## config.mk

```make
export PLATFORM = sky130hd
export DESIGN_NAME = acl_codec_engine
export DESIGN_NICKNAME = d
export VERILOG_FILES = /design/src/rtl/acl_pkg.sv /design/src/rtl/acl_hostregs.sv /design/src/rtl/acl_rx_capture.sv /design/src/rtl/acl_frame_fsm.sv /design/src/rtl/acl_codec_engine.sv
export SDC_FILE = /design/constraint.sdc
export NUM_CORES = 1
export LEC_CHECK = 0
export CORE_MARGIN = 2
export CORE_UTILIZATION = 46
export CTS_BUF_LIST = sky130_fd_sc_hd__clkbuf_8 sky130_fd_sc_hd__clkbuf_16
export DETAILED_ROUTE_END_ITERATION = 10
export GPL_TIMING_DRIVEN = 0
export HOLD_SLACK_MARGIN = 0.1
export PLACE_DENSITY = 0.83
export SYNTH_ARGS = -nofsm -noshare
export SYNTH_HDL_FRONTEND = slang
export SYNTH_SLANG_ARGS = --single-unit
```

## constraint.sdc

```tcl
create_clock -name clk -period 2.5 [get_ports clk]
set_clock_uncertainty 0.05 [all_clocks]
set_input_delay 0.5 -clock clk [delete_from_list [all_inputs] [get_ports clk]]
set_output_delay 0.5 -clock clk [all_outputs]
set_load 0.05 [all_outputs]
```

## src/rtl/acl_pkg.sv

```systemverilog
package acl_pkg;
    localparam int SLOT_W = 20;
    localparam int TAG_W  = 16;
    localparam int BUS_W  = 32;
    localparam int ADDR_W = 3;

    localparam logic [ADDR_W-1:0] ADR_CTRL = 3'd0;
    localparam logic [ADDR_W-1:0] ADR_S1TX = 3'd1;
    localparam logic [ADDR_W-1:0] ADR_S2TX = 3'd2;
    localparam logic [ADDR_W-1:0] ADR_S1RX = 3'd3;
    localparam logic [ADDR_W-1:0] ADR_S2RX = 3'd4;
    localparam logic [ADDR_W-1:0] ADR_STAT = 3'd5;
    localparam logic [ADDR_W-1:0] ADR_RST  = 3'd6;

    localparam int TAG_FRAME = 15;
    localparam int TAG_S1    = 14;
    localparam int TAG_S2    = 13;
    localparam int READ_BIT  = 19;

    typedef enum logic [1:0] {
        ST_IDLE  = 2'd0,
        ST_ARMED = 2'd1,
        ST_AWAIT = 2'd2
    } eng_state_e;

    typedef struct packed {
        logic [1:0] sel;
        logic       rx2_en;
        logic       rx1_en;
        logic       tx2_en;
        logic       tx1_en;
        logic       glob_en;
    } ctrl_t;
endpackage

```

## src/rtl/acl_hostregs.sv

```systemverilog
module acl_hostregs
    import acl_pkg::*;
#(
    parameter int SW = SLOT_W,
    parameter int BW = BUS_W
) (
    input  logic              clk,
    input  logic              rst_n,
    input  logic              reg_wr,
    input  logic              reg_rd,
    input  logic [ADDR_W-1:0] reg_addr,
    input  logic [BW-1:0]     reg_wdata,
    input  logic              sent1,
    input  logic              sent2,
    input  logic              awaiting,
    input  logic [SW-1:0]     rx1_word,
    input  logic [SW-1:0]     rx2_word,
    input  logic              rx1_valid,
    input  logic              rx2_valid,
    output ctrl_t             ctrl,
    output logic              reset_bit,
    output logic [SW-1:0]     s1tx,
    output logic [SW-1:0]     s2tx,
    output logic              busy1,
    output logic              busy2,
    output logic              commit,
    output logic              rd1,
    output logic              rd2,
    output logic [BW-1:0]     reg_rdata
);
    localparam int CW = $bits(ctrl_t);

    logic wr_s2;

    assign commit = reg_wr && (reg_addr == ADR_S1TX);
    assign wr_s2  = reg_wr && (reg_addr == ADR_S2TX);
    assign rd1    = reg_rd && (reg_addr == ADR_S1RX);
    assign rd2    = reg_rd && (reg_addr == ADR_S2RX);

    always_ff @(posedge clk or negedge rst_n) begin
        if (!rst_n) begin
            ctrl      <= '0;
            reset_bit <= 1'b0;
            s1tx      <= '0;
            s2tx      <= '0;
            busy1     <= 1'b0;
            busy2     <= 1'b0;
        end else begin
            if (reg_wr && reg_addr == ADR_CTRL) ctrl <= ctrl_t'(reg_wdata[CW-1:0]);
            if (reg_wr && reg_addr == ADR_RST)  reset_bit <= reg_wdata[0];
            if (commit) s1tx <= reg_wdata[SW-1:0];
            if (wr_s2)  s2tx <= reg_wdata[SW-1:0];
            busy1 <= (busy1 && !sent1) || commit;
            busy2 <= (busy2 && !sent2) || wr_s2;
        end
    end

    always_comb begin
        reg_rdata = '0;
        unique case (reg_addr)
            ADR_CTRL: reg_rdata[CW-1:0] = ctrl;
            ADR_S1TX: reg_rdata[SW-1:0] = s1tx;
            ADR_S2TX: reg_rdata[SW-1:0] = s2tx;
            ADR_S1RX: reg_rdata[SW-1:0] = rx1_word;
            ADR_S2RX: reg_rdata[SW-1:0] = rx2_word;
            ADR_STAT: reg_rdata[4:0]    = {awaiting, rx2_valid, rx1_valid, busy2, busy1};
            ADR_RST:  reg_rdata[0]      = reset_bit;
            default:  reg_rdata         = '0;
        endcase
    end
endmodule

```

## src/rtl/acl_rx_capture.sv

```systemverilog
module acl_rx_capture
    import acl_pkg::*;
#(
    parameter int SW = SLOT_W,
    parameter int TW = TAG_W
) (
    input  logic          clk,
    input  logic          rst_n,
    input  logic          frame_strobe,
    input  ctrl_t         ctrl,
    input  logic [TW-1:0] rx_tag,
    input  logic [SW-1:0] rx_slot1,
    input  logic [SW-1:0] rx_slot2,
    input  logic          rd1,
    input  logic          rd2,
    output logic [SW-1:0] rx1_word,
    output logic [SW-1:0] rx2_word,
    output logic          rx1_valid,
    output logic          rx2_valid,
    output logic          got1
);
    logic got2;

    assign got1 = frame_strobe && ctrl.glob_en && ctrl.rx1_en && rx_tag[TAG_S1];
    assign got2 = frame_strobe && ctrl.glob_en && ctrl.rx2_en && rx_tag[TAG_S2];

    always_ff @(posedge clk or negedge rst_n) begin
        if (!rst_n) begin
            rx1_word  <= '0;
            rx2_word  <= '0;
            rx1_valid <= 1'b0;
            rx2_valid <= 1'b0;
        end else begin
            if (got1) rx1_word <= rx_slot1;
            if (got2) rx2_word <= rx_slot2;
            rx1_valid <= got1 || (rx1_valid && !rd1);
            rx2_valid <= got2 || (rx2_valid && !rd2);
        end
    end
endmodule

```

## src/rtl/acl_frame_fsm.sv

```systemverilog
module acl_frame_fsm
    import acl_pkg::*;
#(
    parameter int SW = SLOT_W,
    parameter int TW = TAG_W
) (
    input  logic          clk,
    input  logic          rst_n,
    input  logic          frame_strobe,
    input  ctrl_t         ctrl,
    input  logic          commit,
    input  logic [SW-1:0] s1tx,
    input  logic [SW-1:0] s2tx,
    input  logic          busy2,
    input  logic          got1,
    output logic          sent1,
    output logic          sent2,
    output logic          awaiting,
    output logic [TW-1:0] tx_tag,
    output logic [SW-1:0] tx_slot1,
    output logic [SW-1:0] tx_slot2
);
    eng_state_e state, state_nx;
    logic       is_read;

    assign is_read  = s1tx[READ_BIT];
    assign sent1    = frame_strobe && ctrl.glob_en && ctrl.tx1_en && (state == ST_ARMED);
    assign sent2    = sent1 && !is_read && busy2 && ctrl.tx2_en;
    assign awaiting = (state == ST_AWAIT);

    always_comb begin
        state_nx = state;
        unique case (state)
            ST_IDLE:  if (commit) state_nx = ST_ARMED;
            ST_ARMED: if (commit) state_nx = ST_ARMED;
                      else if (sent1) state_nx = is_read ? ST_AWAIT : ST_IDLE;
            ST_AWAIT: if (commit) state_nx = ST_ARMED;
                      else if (got1) state_nx = ST_IDLE;
            default:  state_nx = ST_IDLE;
        endcase
    end

    always_ff @(posedge clk or negedge rst_n) begin
        if (!rst_n) state <= ST_IDLE;
        else        state <= state_nx;
    end

    always_ff @(posedge clk or negedge rst_n) begin
        if (!rst_n) begin
            tx_tag   <= '0;
            tx_slot1 <= '0;
            tx_slot2 <= '0;
        end else if (frame_strobe) begin
            tx_tag            <= '0;
            tx_tag[TAG_FRAME] <= ctrl.glob_en;
            tx_tag[TAG_S1]    <= sent1;
            tx_tag[TAG_S2]    <= sent2;
            tx_slot1          <= sent1 ? s1tx : '0;
            tx_slot2          <= sent2 ? s2tx : '0;
        end
    end
endmodule

```

## src/rtl/acl_codec_engine.sv

```systemverilog
module acl_codec_engine
    import acl_pkg::*;
#(
    parameter int SW = SLOT_W,
    parameter int TW = TAG_W,
    parameter int BW = BUS_W
) (
    input  logic              clk,
    input  logic              rst_n,
    input  logic              reg_wr,
    input  logic              reg_rd,
    input  logic [ADDR_W-1:0] reg_addr,
    input  logic [BW-1:0]     reg_wdata,
    output logic [BW-1:0]     reg_rdata,
    input  logic              frame_strobe,
    input  logic [TW-1:0]     rx_tag,
    input  logic [SW-1:0]     rx_slot1,
    input  logic [SW-1:0]     rx_slot2,
    output logic [TW-1:0]     tx_tag,
    output logic [SW-1:0]     tx_slot1,
    output logic [SW-1:0]     tx_slot2,
    output logic              codec_rst_n,
    output logic [1:0]        codec_sel
);
    ctrl_t         ctrl;
    logic          reset_bit, busy1, busy2, commit, rd1, rd2;
    logic          sent1, sent2, awaiting, got1, rx1_valid, rx2_valid;
    logic [SW-1:0] s1tx, s2tx, rx1_word, rx2_word;

    assign codec_rst_n = reset_bit;
    assign codec_sel   = ctrl.sel;

    acl_hostregs #(.SW(SW), .BW(BW)) u_regs (
        .clk, .rst_n, .reg_wr, .reg_rd, .reg_addr, .reg_wdata,
        .sent1, .sent2, .awaiting, .rx1_word, .rx2_word, .rx1_valid, .rx2_valid,
        .ctrl, .reset_bit, .s1tx, .s2tx, .busy1, .busy2, .commit, .rd1, .rd2,
        .reg_rdata
    );

    acl_rx_capture #(.SW(SW), .TW(TW)) u_rx (
        .clk, .rst_n, .frame_strobe, .ctrl, .rx_tag, .rx_slot1, .rx_slot2,
        .rd1, .rd2, .rx1_word, .rx2_word, .rx1_valid, .rx2_valid, .got1
    );

    acl_frame_fsm #(.SW(SW), .TW(TW)) u_fsm (
        .clk, .rst_n, .frame_strobe, .ctrl, .commit, .s1tx, .s2tx, .busy2, .got1,
        .sent1, .sent2, .awaiting, .tx_tag, .tx_slot1, .tx_slot2
    );
endmodule

```

==> results_dict.tcl, run 1 <==
set metrics [dict create \
    status "completed" \
    final_max_slew_viol_count 0 \
    wl_mm 18.44 \
    clk_pin_slew_ns 0.05 \
    num_rows 42 \
    synth_ff_type "dfrtp_1" \
    leakage_uw 0.004020 \
    grt_pass1_wl_mm 27.78 \
    post-route-min-period_ns 2.461 \
    critical_path.most_common_cell "buf_6" \
    first_iter_violations 390 \
    setup_viol 0 \
    max_stage_delay_ns 0.31 \
    grt_max_degree 99 \
    dp_cells 772 \
    relSlewSlack 0.5282 \
    wl_met2_mm 9.058 \
    wl_per_cell_um 22.66 \
    die_area_um2 14360 \
    cp_num_buf_inv 4 \
    cts_root_buf "clkbuf_16" \
    antenna_found_initial 1 \
    yosys-top-cells-area "dfrtp_1 (56%), mux2_2 (11%), mux2_4 (6.6%)" \
    dr_total_vias 4559 \
    synth.distinct_cells 43 \
    highest-signal-layer "met4" \
    r2r_slack_ns 0.88 \
    ys_seq_elements 137 \
    die_x_um 119.8 \
    final_cells 814 \
    port-buffer-count 134 \
    cp.required_ns 1.95 \
    worstPathCellList "dlygate4sd2_1 > buf_6 > and2b_4 > bufbuf_16 > a22oi_2 > o22ai_2 > buf_6" \
    num_io_pins 187 \
    cap_violations 0 \
    yosys.area.top_type "dfrtp_1" \
    crit_path_start_kind "input port" \
    synth.cell_area_um2 6172 \
    cts_tree "yes" \
    track_usage 0.2605 \
    clockBufferDepth 2 \
    regArea_um2 3428 \
    viasPerCell 5.601 \
    wl_met3_mm 1.170 \
    synth-edff-count 0 \
    met1_length_mm 7.485 \
    tightestPinTransition_ns 0.7077 \
    drt_first_pass_iters 5 \
    p_per_area_nw_per_um2 933.0 \
    initial_utilization 0.4679 \
    nets 722 \
    rsz0062_at_grt "false" \
    netlist_top_cells_count "dfrtp_1 (137), mux2_2 (58), a22o_1 (40)" \
    path_max_fanout 7 \
    gp_congestion 0.8804 \
    async_flop_share 1.000 \
    crit_type "in -> out" \
    cts_made_buffers 17 \
    postSynthAreaPerCell_um2 14.12 \
    yosysMostFrequentCell "dfrtp_1" \
    drive_gt1_frac 0.3564 \
    fillers 893 \
    yosys_warnings 0 \
    finalHoldViolCount 0 \
    drc 0 \
    multi_input_area_um2 2540 \
    synthToLayoutAreaGrowth_pct 42.51 \
    clk-insertion-delay-late_ns 0.41 \
    tns_ns 0 \
    dp_hpwl_mm 11.91 \
    irDropWorstVdd_mv 0.5779 \
    hold_path.class "reg -> reg" \
    dieHeight_um 119.8 \
    min_period_over_period 0.9846 \
    cp_slowest_cell "and2b_4" \
    cts_sinks 137 \
    critPathTopFamily "buffers and inverters" \
    core_um2 13190 \
    grt_overflow 0 \
    yosysSeqAreaShare 0.5554 \
    htreeDepth 4 \
    synth.top_cell.area_share 0.5554 \
    ant_nets 0 \
    grt_pass1_vias 4877 \
    fmax_mhz 406.3 \
    endpoint_kind "output pin" \
    syn_inst 437 \
    crit_arrival_ns 1.91 \
]
[worst register-to-register path: stages (launching register included)]
cell and delay [ns]:
dfrtp_1 0.46, nand4_1 0.20, buf_2 0.39, mux2_2 0.40
[timing repair]
action,CTS,global route
hold buffers,1,0
pin swaps,2,0
buffers inserted,8,0
endpoints found under the hold margin,39,0
gates cloned,1,1
gates resized for setup,151,28
endpoints found under the setup margin,20,17
[worst paths after layout]
| path | cells past startpoint | end | startpoint |
|---|---|---|---|
| setup / recovery | 7 | reg_rdata[18] | reg_addr[2] |
| hold / removal | 1 | u_fsm.tx_tag[13] | u_fsm.tx_tag[13] |
| setup reg to reg | 3 | u_rx.rx1_word[5] | u_regs.ctrl[0] |
| hold reg to reg | 1 | u_fsm.tx_tag[13] | u_fsm.tx_tag[13] |
| max in group asynchronous | 3 | u_rx.rx2_word[16] | rst_n |
| min in group asynchronous | 2 | u_fsm.tx_slot2[1] | rst_n |
[report_power, final]
part | switching, uW | internal, uW | total, uW
Sequential | 450 | 2810 | 3260
Combinational | 1210 | 1080 | 2290
Clock | 903 | 1760 | 2660
[kinds of logic after synthesis]
logic type	share of synthesized area
DFF	0.5554
other	0.0006076
buffers and inverters	0.07095
muxes	0.2274
AOI/OAI and AO/OA	0.1109
and+or+nand+nor	0.03467
[metal layers]
metal  GRT usage  up-vias
met2      0.4221      228
met4      0.1265        0
met3     0.05561       48
met5           0        -
met1      0.3340     2341
li1            -     1942
[placed cells by master, fill, tap and decap left out, types with 6 or more instances in the layout]
cell type	netlist	final
a22o_1	40	40
buf_6	10	26
nand2_1	7	6
o22ai_2	0	7
buf_2	11	9
dfrtp_1	137	137
clkbuf_16	0	18
a22oi_1	14	10
clkdlybuf4s50_1	0	111
conb_1	1	25
mux2_4	27	27
mux2_2	58	58
mux2_1	8	8
buf_4	31	41
mux2i_1	21	21
[state kept, by name, indices dropped and copies added, names as in the netlist]
| register | cells |
|---|---|
| u_fsm.state | 2 |
| u_rx.rx1_word | 20 |
| u_regs.s1tx | 20 |
| u_rx.rx2_valid | 1 |
| u_regs.busy1 | 1 |
| u_fsm.tx_slot2 | 20 |
| u_fsm.tx_slot1 | 20 |
| u_regs.ctrl | 7 |
| u_rx.rx1_valid | 1 |
| u_regs.reset_bit | 1 |
| u_regs.s2tx | 20 |
| u_rx.rx2_word | 20 |
| u_fsm.tx_tag | 3 |
| u_regs.busy2 | 1 |
[per-stage QoR]
stage | total power [uW] | setup slack [ns] | cell area (um^2) | hold slack [ns] | util
after floorplan | 4613 | 0.01255 | 6267 | 0.1544 | -
after global placement | 5257 | -4.193 | 7829 | 0.4122 | 0.5935
after detailed placement | 5374 | -1.074 | 7858 | 0.3806 | 0.5957
after CTS | 8090 | 0.001369 | 8667 | 0.4294 | 0.6571
after global routing | 8480 | 0.002250 | 8796 | 0.4711 | 0.6669
final | 8206 | 0.03851 | 8796 | 0.4264 | 0.6669
[area by class of cell]
cell class | count | area share
diodes | 1 | 0.0002845
plain buffers | 58 | 0.05576
clock buffers | 21 | 0.05462
clock inverters | 9 | 0.01664
inverters | 4 | 0.001707
multi-input cells | 262 | 0.2888
flip-flops and latches | 137 | 0.3898
well taps | 176 | 0.02504
repair buffers | 146 | 0.1674
Note: power is estimated with default switching activity, not from simulation.
==> inputs of run 2 (changes only) <==
--- a/config.mk
+++ b/config.mk
@@ -11,7 +11,8 @@
 export DETAILED_ROUTE_END_ITERATION = 10
 export GPL_TIMING_DRIVEN = 0
 export HOLD_SLACK_MARGIN = 0.1
-export PLACE_DENSITY = 0.83
+export PLACE_DENSITY = 0.79
+export SLEW_MARGIN = 25
 export SYNTH_ARGS = -nofsm -noshare
 export SYNTH_HDL_FRONTEND = slang
 export SYNTH_SLANG_ARGS = --single-unit
==> results_dict.tcl, run 2 (synthesis results as in run 1) <==
set metrics [dict create \
    final_util 0.6498 \
    cp_slowest_cell "dlygate4sd2_1" \
    dieHeight_um 119.8 \
    cts_made_buffers 17 \
    path_max_fanout 10 \
    num_io_pins 187 \
    endpoint_kind "output pin" \
    worstPathCellList "dlygate4sd2_1 > buf_6 > and2b_4 > buf_8 > a22oi_1 > o22ai_4 > buf_6" \
    cap_violations 0 \
    die_area_um2 14360 \
    port-buffer-count 134 \
    final_max_slew_viol_count 0 \
    synthToLayoutAreaGrowth_pct 38.86 \
    grt_overflow 0 \
    fmax_mhz 403.8 \
    gp_congestion 0.8440 \
    dp_cells 772 \
    drc 0 \
    final_cells 811 \
    crit_arrival_ns 1.93 \
    highest-signal-layer "met4" \
    leakage_uw 0.003920 \
    grt_pass1_vias 4552 \
    irDropWorstVdd_mv 0.5433 \
    nets 717 \
    dr_total_vias 4481 \
    crit_path_start_kind "input port" \
    most-common-layout-cells "dfrtp_1 (137), clkdlybuf4s50_1 (111), mux2_2 (58)" \
    relSlewSlack 0.4811 \
    drt_first_pass_iters 7 \
    drive_gt1_frac 0.3328 \
    track_usage 0.2421 \
    crit_type "in -> out" \
    num_rows 42 \
    ant_nets 0 \
    dp_hpwl_mm 11.53 \
    max_stage_delay_ns 0.28 \
    layout_setup_ws_ns 0.02347 \
    grt_pass1_wl_mm 26.24 \
    cts_tree "yes" \
    viasPerCell 5.525 \
    cp.required_ns 1.95 \
    wl_per_cell_um 21.17 \
    wl_met2_mm 8.448 \
    wl_mm 17.17 \
    setup_viol 0 \
    tightestPinTransition_ns 0.7783 \
    die_x_um 119.8 \
    clk-insertion-delay-late_ns 0.42 \
    grt_max_degree 75 \
    hold_path.class "reg -> reg" \
    mostFrequentLayoutCell "dfrtp_1" \
    post-place-ws_ns -1.028 \
    core_um2 13190 \
    clk_pin_slew_ns 0.06 \
    finalHoldViolCount 0 \
    tns_ns 0 \
    post-route-min-period_ns 2.477 \
    min_period_over_period 0.9906 \
    cts_root_buf "clkbuf_16" \
    htreeDepth 4 \
    initial_utilization 0.4679 \
    p_per_area_nw_per_um2 916.9 \
    met1_length_mm 7.185 \
    clockBufferDepth 2 \
    wl_met3_mm 1.148 \
    antenna_found_initial 1 \
    fillers 939 \
    status "completed" \
    critical_path.most_common_cell "buf_6" \
    first_iter_violations 343 \
    cts_sinks 137 \
]
-- run 2: changes by cell type in the layout (fill, tap and decap cells not counted), sizes merged --
| cell | change |
|---|---|
| clkinvlp | +4 |
| clkbuf | -6 |
| clkinv | +2 |
| bufinv | -2 |
| dlymetal6s2s | -1 |
| bufbuf | -1 |
| clkdlybuf4s18 | +1 |
| dlygate4sd2 | +1 |
| buf | -2 |
| inv | +1 |
-- run 2: final cells by class --
cell class | count | area, um^2 | area share
antenna | 1 | 2.502 | 0.0002920
buffer | 58 | 490.5 | 0.05723
clock buffer | 18 | 439.2 | 0.05124
clock inverter | 14 | 150.1 | 0.01752
inverter | 4 | 15.01 | 0.001752
multi-input combinational | 262 | 2445 | 0.2853
sequential | 137 | 3428 | 0.4000
tap | 176 | 220.2 | 0.02569
timing repair buffer | 141 | 1380 | 0.1610
-- run 2: critical path: cells and delay by family --
kind                   cells  cell delay [ns]
AOI/OAI and AO/OA          2             0.41
buffers and inverters      4             0.77
and+or+nand+nor            1             0.24
-- run 2: repair_timing --
item                       in CTS  in global routing
pin swaps                       3                  0
setup endpoints to repair      20                  3
setup buffers                   4                  0
cloned                          1                  0
hold endpoints to repair       63                  0
gates resized for setup       144                  4
hold buffers                    1                  0
-- run 2: path summary, 6_finish.rpt --
| kind | startpoint | endpoint | slack [ns] | cells past startpoint |
|---|---|---|---|---|
| worst min register to register | u_fsm.tx_tag[13] | u_fsm.tx_tag[13] | 0.43 | 1 |
| min in group asynchronous | rst_n | u_rx.rx1_word[3] | 0.56 | 2 |
| worst max-delay path | reg_addr[2] | reg_rdata[13] | 0.02 | 7 |
| worst max register to register | u_regs.ctrl[0] | u_fsm.tx_slot1[3] | 0.89 | 4 |
| max in group asynchronous | rst_n | u_regs.s2tx[9] | 1.12 | 3 |
| worst min-delay path | u_fsm.tx_tag[13] | u_fsm.tx_tag[13] | 0.43 | 1 |
-- run 2: metrics by stage --
step                      hold WS (ns)  cell area (um^2)  total power, uW
after floorplan                 0.1544              6267             4613
after global placement          0.4117              7829             5260
after detailed placement        0.4180              7861             5363
after CTS                       0.4398              8563             7845
after global routing            0.4696              8571             8142
final                           0.4341              8571             7859
-- run 2: layer usage --
metal,global-route usage,up-vias
met4,0.09338,0
met3,0.03992,27
met5,0,-
li1,-,1943
met2,0.3943,219
met1,0.3266,2292
-- run 2: power breakdown --
| group | leakage (uW) | switching [uW] | total, uW | internal [uW] |
|---|---|---|---|---|
| logic | 0.00192 | 1140 | 2160 | 1020 |
| registers | 0.00173 | 423 | 3230 | 2810 |
| clock network | 0.000276 | 975 | 2470 | 1500 |
